<file path="src/rtl/dma_regfront_pkg.sv">
package dma_regfront_pkg;

  localparam int REG_IDX_W = 6;
  localparam int STREAM_W  = 10;

  localparam logic [REG_IDX_W-1:0] RI_CFG        = 6'd0;
  localparam logic [REG_IDX_W-1:0] RI_CMD        = 6'd1;
  localparam logic [REG_IDX_W-1:0] RI_STATUS     = 6'd2;
  localparam logic [REG_IDX_W-1:0] RI_SAVED_DESC = 6'd3;
  localparam logic [REG_IDX_W-1:0] RI_SAVED_BUF  = 6'd4;
  localparam logic [REG_IDX_W-1:0] RI_MASK       = 6'd5;
  localparam logic [REG_IDX_W-1:0] RI_ACK        = 6'd6;
  localparam logic [REG_IDX_W-1:0] RI_RAW        = 6'd7;
  localparam logic [REG_IDX_W-1:0] RI_MASKED     = 6'd8;
  localparam logic [REG_IDX_W-1:0] RI_STREAM     = 6'd9;

  localparam logic [1:0] SIZE_WORD = 2'b10;

  // stream command bit positions
  localparam int SC_LOAD_DESC = 0;
  localparam int SC_BURST     = 1;
  localparam int SC_LOAD_CTX  = 2;

  typedef enum logic [2:0] {
    ST_RESET   = 3'b001,
    ST_STOPPED = 3'b010,
    ST_RUNNING = 3'b100
  } chState_e;

  // write strobes from the decoder, gated per channel by its hit bit
  typedef struct packed {
    logic wrCfg;
    logic wrCmd;
    logic wrSavedDesc;
    logic wrSavedBuf;
    logic wrMask;
    logic wrAck;
    logic wrStream;
  } wrStrobe_t;

endpackage

</file>
<file path="src/rtl/dma_regfront_ctrl.sv">
module dma_regfront_ctrl
  import dma_regfront_pkg::*;
#(
  parameter int NCH    = 4,
  parameter int ADDR_W = 16
) (
  input  logic                 clk,
  input  logic                 rstN,
  input  logic                 busValid,
  input  logic                 busWrite,
  input  logic [ADDR_W-1:0]    busAddr,
  input  logic [1:0]           busSize,
  output wrStrobe_t            wrStb,
  output logic [NCH-1:0]       chanHit,
  output logic [REG_IDX_W-1:0] regIdx,
  output logic [ADDR_W-14:0]   chanIdx,
  output logic                 rdEn,
  output logic                 errFlag
);

  localparam int CH_W = ADDR_W - 13;
  localparam logic [CH_W:0] NCH_L = (CH_W+1)'(NCH);

  logic wordOk, inRange, wrAcc;
  logic unusedAddr;

  assign unusedAddr = ^{busAddr[12:8], busAddr[1:0]};
  assign chanIdx    = busAddr[ADDR_W-1:13];
  assign regIdx     = busAddr[7:2];
  assign wordOk     = (busSize == SIZE_WORD);
  assign inRange    = ({1'b0, chanIdx} < NCH_L);
  assign wrAcc      = busValid & busWrite & wordOk & inRange;
  assign rdEn       = busValid & ~busWrite & wordOk & inRange;

  always_comb begin
    wrStb             = '0;
    wrStb.wrCfg       = wrAcc && (regIdx == RI_CFG);
    wrStb.wrCmd       = wrAcc && (regIdx == RI_CMD);
    wrStb.wrSavedDesc = wrAcc && (regIdx == RI_SAVED_DESC);
    wrStb.wrSavedBuf  = wrAcc && (regIdx == RI_SAVED_BUF);
    wrStb.wrMask      = wrAcc && (regIdx == RI_MASK);
    wrStb.wrAck       = wrAcc && (regIdx == RI_ACK);
    wrStb.wrStream    = wrAcc && (regIdx == RI_STREAM);
  end

  for (genvar i = 0; i < NCH; i++) begin : g_hit
    assign chanHit[i] = wrAcc && (chanIdx == CH_W'(i));
  end

  always_ff @(posedge clk) begin
    if (!rstN)                        errFlag <= 1'b0;
    else if (busValid && !wordOk)     errFlag <= 1'b1;
  end

endmodule

</file>
<file path="src/rtl/dma_regfront_chan.sv">
module dma_regfront_chan
  import dma_regfront_pkg::*;
#(
  parameter int SRC_W  = 4,
  parameter int INTR_W = 4
) (
  input  logic                 clk,
  input  logic                 rstN,
  input  logic                 sel,
  input  wrStrobe_t            wrStb,
  input  logic [31:0]          wdata,
  input  logic [REG_IDX_W-1:0] regIdx,
  input  logic                 hasClient,
  input  logic                 descEol,
  input  logic                 eolHit,
  input  logic [INTR_W-1:0]    intrSet,
  input  logic [SRC_W-1:0]     cmdSrc,
  output logic [31:0]          rdData,
  output logic                 irq,
  output logic                 startStb,
  output logic                 contStb,
  output logic                 loadDescStb,
  output logic                 loadCtxStb,
  output logic [2:0]           chState
);

  logic [31:0]         cfgReg, cmdReg, savedDesc, savedBuf;
  logic [INTR_W-1:0]   maskReg, rawIntr, rawNext, ackBits;
  logic [STREAM_W-1:0] streamReg;
  logic                eolFlag;
  chState_e            stateQ, stateNext;

  logic doCfg, doCmd, doStream, doAck;
  logic scLoadD, scCtx, doStart, doCont, enabled;

  assign doCfg    = sel & wrStb.wrCfg;
  assign doCmd    = sel & wrStb.wrCmd;
  assign doStream = sel & wrStb.wrStream;
  assign doAck    = sel & wrStb.wrAck;

  assign scLoadD  = doStream & wdata[SC_LOAD_DESC];
  assign scCtx    = doStream & wdata[SC_LOAD_CTX];
  assign doStart  = scLoadD & wdata[SC_BURST] & hasClient;
  assign enabled  = cfgReg[0] & hasClient;
  assign doCont   = doCmd & wdata[0] & enabled & ~cfgReg[1]
                  & (stateQ == ST_RUNNING) & descEol & eolFlag;

  assign ackBits  = doAck ? wdata[INTR_W-1:0] : '0;
  assign rawNext  = (rawIntr & ~ackBits) | intrSet;

  always_comb begin
    stateNext = stateQ;
    if (doCfg) begin
      if (!wdata[0])     stateNext = ST_RESET;
      else if (wdata[1]) stateNext = ST_STOPPED;
    end else if (doStart) begin
      stateNext = ST_RUNNING;
    end
  end

  always_ff @(posedge clk) begin
    if (!rstN) begin
      cfgReg      <= '0;
      cmdReg      <= '0;
      savedDesc   <= '0;
      savedBuf    <= '0;
      maskReg     <= '0;
      rawIntr     <= '0;
      streamReg   <= '0;
      eolFlag     <= 1'b0;
      stateQ      <= ST_RESET;
      startStb    <= 1'b0;
      contStb     <= 1'b0;
      loadDescStb <= 1'b0;
      loadCtxStb  <= 1'b0;
    end else begin
      if (doCfg)                           cfgReg    <= wdata;
      if (doCmd)                           cmdReg    <= wdata;
      if (sel && wrStb.wrSavedDesc)        savedDesc <= wdata;
      if (sel && wrStb.wrSavedBuf)         savedBuf  <= wdata;
      if (sel && wrStb.wrMask)             maskReg   <= wdata[INTR_W-1:0];
      if (doStream)                        streamReg <= wdata[STREAM_W-1:0];
      rawIntr <= rawNext;
      stateQ  <= stateNext;
      if (doStart || doCont)               eolFlag   <= 1'b0;
      else if (eolHit)                     eolFlag   <= 1'b1;
      startStb    <= doStart;
      contStb     <= doCont;
      loadDescStb <= scLoadD;
      loadCtxStb  <= scCtx;
    end
  end

  always_comb begin
    unique case (regIdx)
      RI_CFG:        rdData = cfgReg;
      RI_CMD:        rdData = cmdReg;
      RI_STATUS:     rdData = (32'(cmdSrc) << 8) | (32'(eolFlag) << 5) | 32'(stateQ);
      RI_SAVED_DESC: rdData = savedDesc;
      RI_SAVED_BUF:  rdData = savedBuf;
      RI_MASK:       rdData = 32'(maskReg);
      RI_RAW:        rdData = 32'(rawIntr);
      RI_MASKED:     rdData = 32'(rawIntr & maskReg);
      RI_STREAM:     rdData = 32'(streamReg);
      default:       rdData = '0;
    endcase
  end

  assign irq     = |(rawIntr & maskReg);
  assign chState = stateQ;

endmodule

</file>
<file path="src/rtl/dma_regfront.sv">
module dma_regfront
  import dma_regfront_pkg::*;
#(
  parameter int NCH    = 4,
  parameter int ADDR_W = 16,
  parameter int SRC_W  = 4,
  parameter int INTR_W = 4
) (
  input  logic                  clk,
  input  logic                  rstN,
  input  logic                  busValid,
  input  logic                  busWrite,
  input  logic [ADDR_W-1:0]     busAddr,
  input  logic [1:0]            busSize,
  input  logic [31:0]           busWdata,
  output logic [31:0]           busRdata,
  output logic                  errFlag,
  input  logic [NCH-1:0]        hasClient,
  input  logic [NCH-1:0]        descEol,
  input  logic [NCH-1:0]        eolHit,
  input  logic [NCH*INTR_W-1:0] intrSet,
  input  logic [NCH*SRC_W-1:0]  cmdSrc,
  output logic [NCH-1:0]        chanIrq,
  output logic [NCH-1:0]        startStb,
  output logic [NCH-1:0]        contStb,
  output logic [NCH-1:0]        loadDescStb,
  output logic [NCH-1:0]        loadCtxStb
);

  localparam int CH_W = ADDR_W - 13;

  wrStrobe_t            wrStb;
  logic [NCH-1:0]       chanHit;
  logic [REG_IDX_W-1:0] regIdx;
  logic [CH_W-1:0]      chanIdx;
  logic                 rdEn;
  logic [31:0]          chRd [NCH];
  logic [NCH*3-1:0]     chStateFlat;

  dma_regfront_ctrl #(.NCH(NCH), .ADDR_W(ADDR_W)) u_ctrl (
    .clk(clk), .rstN(rstN), .busValid(busValid), .busWrite(busWrite),
    .busAddr(busAddr), .busSize(busSize), .wrStb(wrStb), .chanHit(chanHit),
    .regIdx(regIdx), .chanIdx(chanIdx), .rdEn(rdEn), .errFlag(errFlag)
  );

  for (genvar i = 0; i < NCH; i++) begin : g_chan
    dma_regfront_chan #(.SRC_W(SRC_W), .INTR_W(INTR_W)) u_chan (
      .clk(clk), .rstN(rstN), .sel(chanHit[i]), .wrStb(wrStb),
      .wdata(busWdata), .regIdx(regIdx), .hasClient(hasClient[i]),
      .descEol(descEol[i]), .eolHit(eolHit[i]),
      .intrSet(intrSet[i*INTR_W +: INTR_W]), .cmdSrc(cmdSrc[i*SRC_W +: SRC_W]),
      .rdData(chRd[i]), .irq(chanIrq[i]), .startStb(startStb[i]),
      .contStb(contStb[i]), .loadDescStb(loadDescStb[i]),
      .loadCtxStb(loadCtxStb[i]), .chState(chStateFlat[i*3 +: 3])
    );
  end

  always_comb begin
    busRdata = '0;
    for (int i = 0; i < NCH; i++) begin
      if (rdEn && chanIdx == CH_W'(i)) busRdata = chRd[i];
    end
  end

endmodule

</file>
<file path="config.mk">
export PLATFORM = sky130hd
export DESIGN_NAME = dma_regfront
export DESIGN_NICKNAME = d
export VERILOG_FILES = /design/src/rtl/dma_regfront_pkg.sv /design/src/rtl/dma_regfront_ctrl.sv /design/src/rtl/dma_regfront_chan.sv /design/src/rtl/dma_regfront.sv
export SDC_FILE = /design/constraint.sdc
export NUM_CORES = 1
export LEC_CHECK = 0
export BUFFER_PORTS_ARGS = -buffer_cell sky130_fd_sc_hd__clkbuf_2
export CAP_MARGIN = 5
export CORE_ASPECT_RATIO = 0.7
export CORE_MARGIN = 2
export CORE_UTILIZATION = 30
export DETAILED_ROUTE_END_ITERATION = 10
export PLACE_DENSITY = 0.43
export SETUP_SLACK_MARGIN = 0.4
export SLEW_MARGIN = 15
export SYNTH_ARGS = -nofsm -noshare
export SYNTH_HDL_FRONTEND = slang
export SYNTH_SLANG_ARGS = --single-unit
</file>
<file path="constraint.sdc">
create_clock -name clk -period 5 [get_ports clk]
set_clock_uncertainty 0.15 [all_clocks]
set_input_delay 0 -clock clk [delete_from_list [all_inputs] [get_ports clk]]
set_output_delay 0 -clock clk [all_outputs]
set_load 0.02 [all_outputs]
</file>
**Word level (Yosys, flattened, before mapping)**

Cells that the tools add are included.

- Bits in registers: 617
- Input port bits: 98
- Word-level logic and storage cells: 248

- Magnitude comparators: 1
- Eq/ne operators: 21
- Multiplexer cells: 22
- Bitwise gates (word level): 100
- Reduce and logical (&&, ||, !) cells: 51

Operators by type and width:

| operator | count |
|---|---|
| 32-bit case mux with 9 select lines | 4 |
| 32-bit two-way mux | 4 |
| 32-bit by 3-bit bitwise OR with 32-bit output | 4 |
| 1-bit AND | 66 |
| 4-bit AND | 12 |
| 12-bit by 6-bit bitwise OR with 12-bit output | 4 |
| 3-bit two-way mux | 10 |
| 1-bit logical AND | 28 |
| 6-bit by 3-bit == test with 1-bit output, second input constant | 4 |
| 4-bit two-way mux | 4 |
| 4-bit inverter | 4 |
| 4-bit bitwise OR | 4 |
| 4-bit OR reduction | 4 |
| 3-bit == test, second input constant | 4 |
| 6-bit by 2-bit == test with 1-bit output, second input constant | 2 |
| 6-bit by 4-bit == test with 1-bit output, second input constant | 2 |
| 3-bit != test, second input constant | 4 |
| 2-bit AND reduction | 4 |
| 2-bit nonzero test | 4 |
| 2-bit OR reduction | 4 |
| 3-bit by 2-bit == test with 1-bit output, second input constant | 2 |
| 6-bit by 1-bit == test with 1-bit output, second input constant | 1 |
| 6-bit logical NOT | 1 |
| 1-bit inverter | 6 |
| other kinds (6) | 9 |

**Longest topological paths before layout**

- Word-level depth: 13
- Depth in mapped cells: 9
- Depth with buffers taken out: 6

**Modules after synthesis**

From an unflattened synthesis, not the netlist that was laid out.

- Cells, all modules: 3,506
- Area total of the unflattened synthesis: 28,572.4 um2

By module, submodules not included:

| module | times used | cells an instance | area each (um2) | seq. area each (um2) |
|---|---|---|---|---|
| dma_regfront_chan | 4 | 840 | 6,844.1 | 3,083.0 |
| dma_regfront | 1 | 112 | 944.7 | 0.0 |
| dma_regfront_ctrl | 1 | 34 | 251.5 | 20.0 |

**Least setup slack after synthesis**

No wires, ideal clock.

- Path kind: input -> output
- Start point: input port busAddr[4]
- End point: output port busRdata[2]
- Arrival: 2.369 ns
- Required time: 4.850 ns
- Setup slack: 2.481 ns
- Stages: 7
- Cell sequence: or4b_1 > nor3_1 > buf_2 > a32oi_1 > o31ai_1 > o21ai_1 > a2111oi_0

- Word-level cells in the longest chain between the ends: 6

RTL lines:

| element | line | text |
|---|---|---|
| start, declared | dma_regfront.sv:13 | `input logic [ADDR_W-1:0] busAddr,` |
| 6-bit by 4-bit == test with 1-bit output (tied with other cells) | dma_regfront_chan.sv:95 | `unique case (regIdx)` |
| 32-bit case mux with 9 select lines | dma_regfront_chan.sv:95 |  |
| 32-bit two-way mux (3 in a row) | dma_regfront.sv:61 | `if (rdEn && chanIdx == CH_W'(i)) busRdata = chRd[i];` |
| 32-bit two-way mux (*) | dma_regfront.sv:61 |  |
| end, declared | dma_regfront.sv:16 | `output logic [31:0] busRdata,` |

Mark *: on every way between the ends. The rest lies on a longest branch, timed or not.

**Worst setup path after layout**

- Start point: input port busValid
- End point: output port busRdata[12]

- Word-level cells in the longest chain between the ends: 8

RTL lines:

| element | line | text |
|---|---|---|
| start, declared | dma_regfront.sv:11 | `input logic busValid,` |
| 1-bit AND (*) (3 in a row) | dma_regfront_ctrl.sv:33 | `assign rdEn = busValid & ~busWrite & wordOk & inRange;` |
| 1-bit logical AND | dma_regfront.sv:61 |  |
| 32-bit two-way mux (3 in a row) | dma_regfront.sv:61 |  |
| 32-bit two-way mux (*) | dma_regfront.sv:61 |  |

Marked as above.

==> flow_summary.toml <==
[cts]
cts_tree = "done"
cts_buffer_depth = 3
cts_max_level = 3
ctsHoldBuffers = 92
cts_num_sinks = 617
path_clk_slew_ps = 60
clock_latency_ps = 620
postCtsSetupBuffers = 0
cts_buffers = 69
post_cts_resized = 0
cts_root_buf = "clkbuf_16"

[cells_and_area]
final_nets = 3586
area_delta_synth_final_pct = 17.64
utilization_pct = 35.81
layout-drive-gt1-share_pct = 10.97

[power_and_ir_drop]
p_clk_share_pct = 49.3
intPower_mw = 8.202
p_sw_mw = 2.525
p_per_area_nw_per_um2 = 330.7
p_comb_share_pct = 4.7
swShare_pct = 23.54
p_total_mw = 10.73
seqPwrFrac_pct = 46.1
leakage_nw = 9.963
peakVddDrop_v = 0.0002377

[drt]
via_per_inst = 5.232
drc_errors = 0
first_iter_violations = 2465
met2_length_um = 44220
top_layer_used = "met4"
wl_um = 112600
dr_wl_met3_um = 7733
ant_nets = 0
vias = 24910
dr.pass1.iters = 6
wirelength_met1_um = 58820
wl_per_cell_um = 23.65

[logic_synthesis]
postSynthCellCount = 3459
synth_async_sr_flop_share_pct = 0
syn-cell-area_um2 = 27580
synth_edf_count = 0
synth_seq_cells = 617
synth_cell_types = 59
yosys_warnings = 0
synth_flop_cell = "dfxtp_1"
syn_nets = 3557
ys_seq_area_share_pct = 44.79
synth_area_per_cell_um2 = 7.973

[timing]
grt_setup_unrepaired = "false"
hold_slack_ps = 35.79
tns_ps = 0
worstMarginPinSlew_ps = 1211
hold_violations = 0
setup_ws_ps = 861.4
layout_min_cycle_time_ps = 4139
slew_headroom_pct = 19.07
fmax_mhz = 241.6
drv_slew = 0
setup_viol = 0
fin_crit_sh_pct = 82.77

[floorplan]
row_count = 92
coreArea_um2 = 90590
die_w_um = 366.4
design.die.area_um2 = 94410
io_pins = 151
start_util_pct = 30.44
die_y_um = 257.7

[critical_path]
worst_setup_path_end_kind = "output pin"
cp_max_fo = 18
startpoint_type = "input pin"
critPathRequiredTime_ps = 4850
worstPathArrival_ps = 3990
crit_type = "input pin to output pin"

[placement]
dp_hpwl_um = 70190
dp_worst_setup_slack_ps = 1200
gp_congestion = 0.8294
io_buffers = 143

[global_routing]
grt_pass1_wl_um = 166400
grt_max_degree = 215
grt.overflow.total = 0
grtUsageTotal_pct = 23.23
antenna_found_initial = 3
grt_pass1_vias = 23610

[hold_path]
timing.hold.worst.class = "input pin to flip-flop"

[outcome]
run_status = "complete, no violations"

[run]
maxCapViolations = 0
-- layout make-up --
cell class                 instances  area [um^2]
tap                             1222         1529
timing repair buffer             314         2390
clock buffer                      97         1996
clock inverter                    22        285.3
antenna                            4        10.01
sequential                       617        12350
fill                            9432        58150
inverter                           5        18.77
multi-input combinational       2481        13860
-- power by group through the flow --
stage | registers, mW | clock network, mW | logic (mW)
after floorplan | 5.05 | 0 | 0.243
after global placement | 5.05 | 0 | 0.437
after detailed placement | 5.05 | 0 | 0.433
after CTS | 4.94 | 5.40 | 0.494
after global routing | 4.94 | 5.57 | 0.526
final | 4.94 | 5.28 | 0.502
-- placed cells by master, fill, tap and decap left out, types with 16 or more instances in the layout --
cell type / n
o21ai_0: 28
a211oi_1: 24
a21boi_0: 552
clkbuf_2: 142
nor2b_1: 37
nor3_1: 16
dlygate4sd3_1: 92
a21oi_1: 107
nor2_1: 38
nand3_1: 28
clkbuf_16: 72
dfxtp_1: 617
mux2i_1: 28
a22oi_1: 214
nor4_1: 28
nand2_1: 1189
a221oi_1: 43
buf_4: 67
-- flip-flops by register name, summed over array words and instances, names as in the netlist --
| name | flops |
|---|---|
| g_chan.u_chan.startStb | 4 |
| u_ctrl.errFlag | 1 |
| g_chan.u_chan.loadCtxStb | 4 |
| g_chan.u_chan.cmdReg | 128 |
| g_chan.u_chan.streamReg | 40 |
| g_chan.u_chan.eolFlag | 4 |
| g_chan.u_chan.cfgReg | 128 |
| g_chan.u_chan.maskReg | 16 |
| g_chan.u_chan.savedDesc | 128 |
| g_chan.u_chan.rawIntr | 16 |
| g_chan.u_chan.contStb | 4 |
| g_chan.u_chan.loadDescStb | 4 |
| g_chan.u_chan.chState | 12 |
| g_chan.u_chan.savedBuf | 128 |
-- metal layers --
layer  up-vias  track usage, %
met5         -               0
met4         0           4.950
met3       107           4.431
met2       767           31.65
met1     12170           36.87
li1      11870               -
-- path summary, 6_finish.rpt --
kind,from,endpoint,slack [ps],cells past startpoint
max reg2reg,g_chan[1].u_chan.cfgReg[1],g_chan[1].u_chan.eolFlag,1950,6
min,busAddr[15],g_chan[2].u_chan.cmdReg[0],40,6
max,busValid,busRdata[12],860,10
min reg2reg,g_chan[3].u_chan.cmdReg[4],g_chan[3].u_chan.cmdReg[4],310,2
-- cells by family (layout without fill, tap and decap cells) --
group	after synthesis	after routing	synth area share, %
AOI/OAI and AO/OA	1021	1021	27.01
other	0	4	0
muxes	45	45	1.833
DFF	617	617	44.79
buffers and inverters	361	438	5.508
and+or+nand+nor	1415	1415	20.86
-- worst max-delay path, cell delays in order --
cell	delay, ps
dlygate4sd3_1	530
clkbuf_2	110
nor4bb_1	200
buf_4	210
and2_1	280
nand2_1	630
a21oi_1	870
nor4_1	180
a211oi_1	650
clkbuf_2	290
-- cells in the mapped netlist (3+ instances only) --
cell       instances  area (um^2)
nand2_1         1192         4474
dfxtp_1          617        12350
a21boi_0         552         4144
clkbuf_1         272         1021
a22oi_1          214         1607
a21oi_1          107        535.5
buf_2             52        260.3
nor2_1            49        183.9
a221oi_1          43        376.6
nor2b_1           37        231.5
nand3_1           29        145.1
nor4_1            29        181.4
mux2i_1           28        280.3
o21ai_0           28        140.1
buf_4             26        195.2
a211oi_1          24        180.2
nor3_1            23        115.1
mux2_2            14        157.7
or3_1             12        75.07
and2_1            10        62.56
a31oi_1            7        43.79
a32oi_1            7        61.31
nor3_2             6        60.06
a222oi_1           5        50.05
a31o_2             5        43.79
buf_1              5        18.77
inv_1              5        18.77
a2111oi_0          4        35.03
and3_1             4        25.02
nand4_1            4        25.02
nor4b_1            4        35.03
o221a_2            4        45.04
a22o_1             3        26.28
mux4_2             3        67.56
nor2_2             3        18.77
o311a_1            3        30.03
-- through the flow --
stage | std cells | area (um^2)
after floorplan | 3459 | 27580
after global placement | 4547 | 29230
after detailed placement | 4547 | 29230
after CTS | 4758 | 32430
after global routing | 4758 | 32430
final | 4762 | 32440
(Power assumes the default switching activity.)
